===== src/rtl/msgobj_accept.sv =====
module msgobj_accept #(
  parameter int NOBJ = 4,
  parameter int IDW  = 29,
  parameter int SIDW = 11,
  parameter int TSW  = 16,
  localparam int IW  = $clog2(NOBJ),
  localparam int HW  = IDW + 3
) (
  input  logic                clk,
  input  logic                rst_n,
  input  logic                cfg_we,
  input  logic [IW-1:0]       cfg_idx,
  input  logic                cfg_en,
  input  logic                cfg_rx,
  input  logic                cfg_ext,
  input  logic                cfg_buf,
  input  logic [HW-1:0]       cfg_tag,
  input  logic [HW-1:0]       cfg_mask,
  input  logic                ack_we,
  input  logic [IW-1:0]       ack_idx,
  input  logic                fr_valid,
  input  logic [IDW-1:0]      fr_id,
  input  logic                fr_rtr,
  input  logic                fr_rb,
  input  logic                fr_ide,
  input  logic [TSW-1:0]      timer_in,
  output logic                hit_o,
  output logic [IW-1:0]       win_o,
  output logic [NOBJ-1:0]     rxok_o,
  output logic [NOBJ-1:0]     ovr_o,
  output logic [NOBJ*TSW-1:0] stamps_o
);
  localparam logic [HW-1:0] STD_MASK = {{SIDW{1'b1}}, {(IDW-SIDW){1'b0}}, 3'b111};

  logic [NOBJ-1:0] en_q, rx_q, ext_q, buf_q, match, elig;
  logic [HW-1:0]   tag_q  [NOBJ];
  logic [HW-1:0]   mask_q [NOBJ];
  logic [TSW-1:0]  stamp_q[NOBJ];
  logic [IW-1:0]   win;
  logic            any, grp_hit;

  wire [HW-1:0] hdr = {fr_id, fr_rtr, fr_rb, fr_ide};

  assign grp_hit = |(match & rx_q & buf_q);
  assign elig    = en_q & rx_q & ((buf_q & {NOBJ{grp_hit}}) | (~buf_q & match));
  assign any     = |elig;

  always_comb begin
    win = '0;
    for (int i = NOBJ - 1; i >= 0; i--)
      if (elig[i]) win = IW'(i);
  end

  wire take = fr_valid & any;

  for (genvar i = 0; i < NOBJ; i++) begin : g_obj
    wire [HW-1:0] eff = mask_q[i] & (ext_q[i] ? {HW{1'b1}} : STD_MASK);
    wire acked = ack_we && (ack_idx == IW'(i));
    wire won   = take && (win == IW'(i));
    wire armed = cfg_we && (cfg_idx == IW'(i));

    assign match[i] = ((hdr ^ tag_q[i]) & eff) == '0;
    assign stamps_o[i*TSW +: TSW] = stamp_q[i];

    always_ff @(posedge clk or negedge rst_n) begin
      if (!rst_n) begin
        en_q[i]    <= 1'b0;
        rx_q[i]    <= 1'b0;
        ext_q[i]   <= 1'b0;
        buf_q[i]   <= 1'b0;
        tag_q[i]   <= '0;
        mask_q[i]  <= '0;
        stamp_q[i] <= '0;
        rxok_o[i]  <= 1'b0;
        ovr_o[i]   <= 1'b0;
      end else begin
        if (acked) begin
          rxok_o[i] <= 1'b0;
          ovr_o[i]  <= 1'b0;
        end
        if (won) begin
          en_q[i]    <= 1'b0;
          rxok_o[i]  <= 1'b1;
          ovr_o[i]   <= (ovr_o[i] | rxok_o[i]) & ~acked;
          stamp_q[i] <= timer_in;
        end
        if (armed) begin
          en_q[i]   <= cfg_en;
          rx_q[i]   <= cfg_rx;
          ext_q[i]  <= cfg_ext;
          buf_q[i]  <= cfg_buf;
          tag_q[i]  <= cfg_tag;
          mask_q[i] <= cfg_mask;
        end
      end
    end
  end

  always_ff @(posedge clk or negedge rst_n) begin
    if (!rst_n) begin
      hit_o <= 1'b0;
      win_o <= '0;
    end else begin
      hit_o <= take;
      if (take) win_o <= win;
    end
  end
endmodule



===== config.mk =====
export PLATFORM = sky130hd
export DESIGN_NAME = msgobj_accept
export DESIGN_NICKNAME = d
export VERILOG_FILES = /design/src/rtl/msgobj_accept.sv
export SDC_FILE = /design/constraint.sdc
export NUM_CORES = 1
export LEC_CHECK = 0
export CORE_ASPECT_RATIO = 1.4
export CORE_MARGIN = 5
export CORE_UTILIZATION = 55
export CTS_CLUSTER_DIAMETER = 200
export DETAILED_ROUTE_END_ITERATION = 6
export GPL_TIMING_DRIVEN = 0
export PLACE_DENSITY = 0.8
export SYNTH_ARGS = -nofsm -noshare
export SYNTH_HDL_FRONTEND = slang
export SYNTH_SLANG_ARGS = --single-unit

===== constraint.sdc =====
create_clock -name clk -period 4.1 [get_ports clk]
set_input_delay 1.23 -clock clk [delete_from_list [all_inputs] [get_ports clk]]
set_output_delay 1.23 -clock clk [all_outputs]
set_load 0.05 [all_outputs]

==> flow_metrics.py <==
metrics = {
    "grt": {
        "global_route_total_overflow": 0,
        "wire_length_of_the_first_global_routing_pass_um": 60380,
        "grt_antenna_before_repair": 0,
        "aggregate_global_route_resource_usage": 0.2585,
        "grt_start_max_net_pins": 124,
        "grt_pass1_vias": 10470,
    },
    "floorplanning": {
        "floorplan.rows": 71,
        "floorplan.die.height_um": 204.8,
        "floorplan.initialDensity": 0.5557,
        "core_um2": 26830,
        "chipWidth_um": 149.1,
        "fp.dieArea_um2": 30540,
        "ioPinCount": 200,
    },
    "sta": {
        "timing_worst_slew_pin_value_ns": 1.023,
        "finalWorstSetupSlack_ns": 0.06960,
        "final_period_minus_worst_setup_slack_ns": 4.030,
        "finalCritPeriodShare": 0.9830,
        "fin_worst_skew_ns": 0.01544,
        "setup-violations-final": 0,
        "fmax_achieved_mhz": 248.1,
        "final.hold.worst_slack_ns": 0.4885,
        "finalHoldViolCount": 0,
        "slew_violations": 0,
        "worst_slew_margin_rel": 0.3179,
    },
    "clocking": {
        "clock_path_buffers": 3,
        "tritoncts_num_sinks": 347,
        "cts_root_buf": "sky130_fd_sc_hd__clkbuf_16",
        "cts_tree": "built",
        "clk_pin_slew_worst_paths_ns": 0.06,
        "ctsHoldBuffers": 0,
        "numCtsBuffers": 34,
        "cts.htree.levels": 2,
        "clkLatencyLatePin_ns": 0.51,
    },
    "finish": {
        "count_of_fill_cells_added_during_filler_insertion": 1888,
        "final_stage_net_count": 1406,
        "fraction_of_final_layout_cells_with_drive_strength_greater_than_1": 0.3536,
        "postLayoutCoreUtil": 0.7044,
        "synthToLayoutAreaGrowth_pct": 26.76,
        "diodes": 0,
        "finish.cell_count_without_fillers": 1666,
    },
    "worst_setup_path": {
        "worstRegToRegCells": 13,
        "setup.worst_path.class": "primary input to flip-flop",
        "worstPathBufferInverterCount": 5,
        "crit_required_ns": 4.49,
        "r2r_end": "stamps_o[43]$_DFFE_PN0P_",
        "rrSetupSlack_ns": 0.75,
        "worst_path_fanout_max": 9,
        "slowest_stage": "sky130_fd_sc_hd__nor4_4",
        "timing.critical_path.from_type": "primary input",
        "data_arrival_at_the_endpoint_of_the_critical_path_ns": 4.42,
        "ordered_cell_list_for_the_critical_path": "dlygate4sd2_1 > xor2_1 > a22oi_1 > nand4_1 > nor4_4 > buf_4 > a21oi_1 > nand3b_1 > or2_1 > buf_2 > nor4_4 > buf_4 > buf_6 > mux2_2",
        "r2r-start": "tag_q[61]$_DFFE_PN0P_",
        "cp-end-kind": "flip-flop",
        "cp_slowest_stage_delay_ns": 0.44,
        "family_of_cells_with_the_greatest_summed_delay_on_the_critical_path": "simple AND/OR/NAND/NOR gates",
    },
    "placed_design": {
        "dpl.hpwl_um": 27430,
        "placement.io_buffers": 199,
        "place_ws_ns": -1.428,
        "dpl.cell_count": 1584,
        "gpl.final_weighted_congestion": 0.8160,
    },
    "pwr": {
        "power_report.internal_total_w": 0.006897,
        "netSwitchingFraction": 0.2934,
        "power.sequential.fraction": 0.454,
        "power_density_nw_per_um2": 516.5,
        "report.power.total_w": 0.009760,
        "p_sw_w": 0.002863,
        "clock_power_share": 0.317,
        "pwr-share-comb": 0.229,
        "p_leak_nw": 8.299,
        "peak_supply_drop_mv": 0.3651,
    },
    "synth": {
        "postSynthRegisterBits": 347,
        "netlist_instances": 1017,
        "synthesis.nets": 1142,
        "synth_sequential_area_ratio": 0.5825,
        "average_cell_area_after_synthesis_um2": 14.66,
        "yosys_warnings": 0,
        "synthesis.area_um2": 14910,
        "yosys.cell_types.count": 50,
    },
    "run": {
        "maxCapViolCount": 0,
    },
    "route": {
        "detail_route.first_pass.iterations": 5,
        "wl_um": 38830,
        "routed_wire_length_per_instance_um": 23.31,
        "number_of_vias_per_cell_after_detailed_routing": 5.715,
        "drc": 0,
        "drt_iter0_drc": 582,
        "route.antenna.remaining_nets": 0,
        "vias": 9522,
    },
    "worst_hold_path": {
        "hold_start": "stamps_o[7]$_DFFE_PN0P_",
        "hold_depth": 1,
        "path_class_of_the_lowest_slack_min_delay_path": "flip-flop to flip-flop",
        "whs_endpoint": "stamps_o[7]$_DFFE_PN0P_",
    },
    "outcome": {
        "status": "finished, final reports clean",
    },
}
==> flip-flops by register name, indices dropped and copies added, names as in the netlist <==
signal / flops
win_o: 2
stamps_o: 64
ext_q: 4
tag_q: 128
buf_q: 4
mask_q: 128
en_q: 4
rx_q: 4
ovr_o: 4
rxok_o: 4
hit_o: 1
==> routing by layer <==
layer | wire, um | GRT usage | part of all wire | vias to the layer above
li1 | - | - | - | 4212
met1 | 14980 | 0.3188 | 0.39 | 4974
met2 | 20780 | 0.4640 | 0.54 | 268
met3 | 1807 | 0.04204 | 0.047 | 68
met4 | 1262 | 0.08211 | 0.033 | 0
met5 | 0 | 0 | 0 | -
==> kinds of logic after synthesis <==
logic type      share of synthesized area
compound gates                    0.05044
xor+xnor                          0.07520
buf+inv                           0.01209
flops                              0.5825
mux                                0.2515
simple gates                      0.02829
==> synthesized netlist by cell type, drive strengths merged <==
| library cell | number | area [um2] |
|---|---|---|
| dfrtp | 347 | 8683 |
| mux2 | 333 | 3750 |
| xor2 | 128 | 1121 |
| a22oi | 51 | 382.9 |
| buf | 23 | 108.9 |
| nand2 | 15 | 56.30 |
| nand4 | 15 | 100.1 |
| nand3 | 14 | 70.07 |
| a32oi | 12 | 120.1 |
| clkbuf | 12 | 45.04 |
| nor2 | 8 | 30.03 |
| inv | 7 | 26.28 |
| o21ai | 7 | 38.78 |
| nand3b | 5 | 37.54 |
| a21oi | 4 | 20.02 |
| a22o | 3 | 26.28 |
| a41oi | 3 | 26.28 |
| and2 | 3 | 18.77 |
| nor4 | 3 | 55.05 |
| a31o | 2 | 17.52 |
| a31oi | 2 | 12.51 |
| o21a | 2 | 15.01 |
| or2 | 2 | 12.52 |
| a21boi | 1 | 7.510 |
| a21o | 1 | 7.510 |
| a311oi | 1 | 8.760 |
| and3 | 1 | 6.260 |
| and4 | 1 | 8.760 |
| nand2b | 1 | 6.260 |
| nor2b | 1 | 6.260 |
| nor3b | 1 | 7.510 |
| o2111a | 1 | 11.26 |
| o221a | 1 | 11.26 |
| o221ai | 1 | 15.01 |
| o22a | 1 | 8.760 |
| o22ai | 1 | 6.260 |
| o31ai | 1 | 7.510 |
| o32ai | 1 | 8.760 |
| or3 | 1 | 6.260 |
==> repair_timing <==
item                                   4_1_cts  5_1_grt
gates cloned                                 1        0
pin swaps                                   17       13
gates resized for setup                     45       30
setup endpoints to repair                   75       59
setup buffers                               17        8
endpoints found under the hold margin        0        0
==> power groups by stage <==
stage | logic, W | clock network [W] | registers, W
final | 0.00223 | 0.00310 | 0.00443
after global routing | 0.00237 | 0.00330 | 0.00450
after CTS | 0.00222 | 0.00315 | 0.00442
after detailed placement | 0.00215 | 0 | 0.00446
after floorplan | 0.000990 | 0 | 0.00474
after global placement | 0.00210 | 0 | 0.00444
==> layout make-up <==
class                   count  area (um2)  share of cell area
flip-flops and latches    347        8683              0.4595
multi-input cells         628        6216              0.3289
well taps                 365       456.7             0.02417
clock inverters            13       143.9            0.007614
inverters                   7       26.28            0.001390
repair buffers            228        2267              0.1200
clock buffers              43       945.9             0.05005
plain buffers              35       158.9            0.008408
==> worst max path at each step <==
stage | start | endpoint | slack, ns | cells after the start
2_1_floorplan | fr_id[7] | stamps_o[40]$_DFFE_PN0P_ | 0.25 | 11
3_3_place_gp | rst_n | tag_q[42]$_DFFE_PN0P_ | -13.07 | 1
3_5_place_dp | fr_id[3] | stamps_o[45]$_DFFE_PN0P_ | -1.43 | 12
4_1_cts | fr_id[15] | stamps_o[38]$_DFFE_PN0P_ | 0.001 | 13
5_1_grt | fr_id[20] | stamps_o[43]$_DFFE_PN0P_ | -0.03 | 14
6_report | fr_id[28] | stamps_o[43]$_DFFE_PN0P_ | 0.07 | 14
==> metrics by stage <==
| stage | TNS [ns] | cell area [um2] |
|---|---|---|
| 3_3_place_gp | -4602.37 | 17360 |
| 6_report | 0 | 18900 |
| 4_1_cts | 0 | 18760 |
| 3_5_place_dp | -81.74 | 17440 |
| 2_1_floorplan | 0 | 14910 |
| 5_1_grt | -0.1072 | 18900 |
==> cells in the final DEF (no fill, tap or decap), types with 4 or more instances in the layout <==
cell and n:
sky130_fd_sc_hd__dfrtp_1 347, sky130_fd_sc_hd__mux2_2 331, sky130_fd_sc_hd__clkdlybuf4s50_1 167, sky130_fd_sc_hd__xor2_1 127, sky130_fd_sc_hd__a22oi_1 38, sky130_fd_sc_hd__clkbuf_16 35, sky130_fd_sc_hd__buf_4 28, sky130_fd_sc_hd__buf_1 17
sky130_fd_sc_hd__dlygate4sd2_1 17, sky130_fd_sc_hd__clkbuf_1 16, sky130_fd_sc_hd__nand2_1 15, sky130_fd_sc_hd__nand4_1 14, sky130_fd_sc_hd__a22oi_2 13, sky130_fd_sc_hd__nand3_1 13, sky130_fd_sc_hd__dlymetal6s2s_1 10, sky130_fd_sc_hd__a32oi_1 9
sky130_fd_sc_hd__clkinv_2 9, sky130_fd_sc_hd__inv_1 7, sky130_fd_sc_hd__nor2_1 5, sky130_fd_sc_hd__nand3b_1 5, sky130_fd_sc_hd__a21oi_1 4, sky130_fd_sc_hd__o21ai_0 4, sky130_fd_sc_hd__clkbuf_8 4
Note: power is estimated with default switching activity, not from simulation.
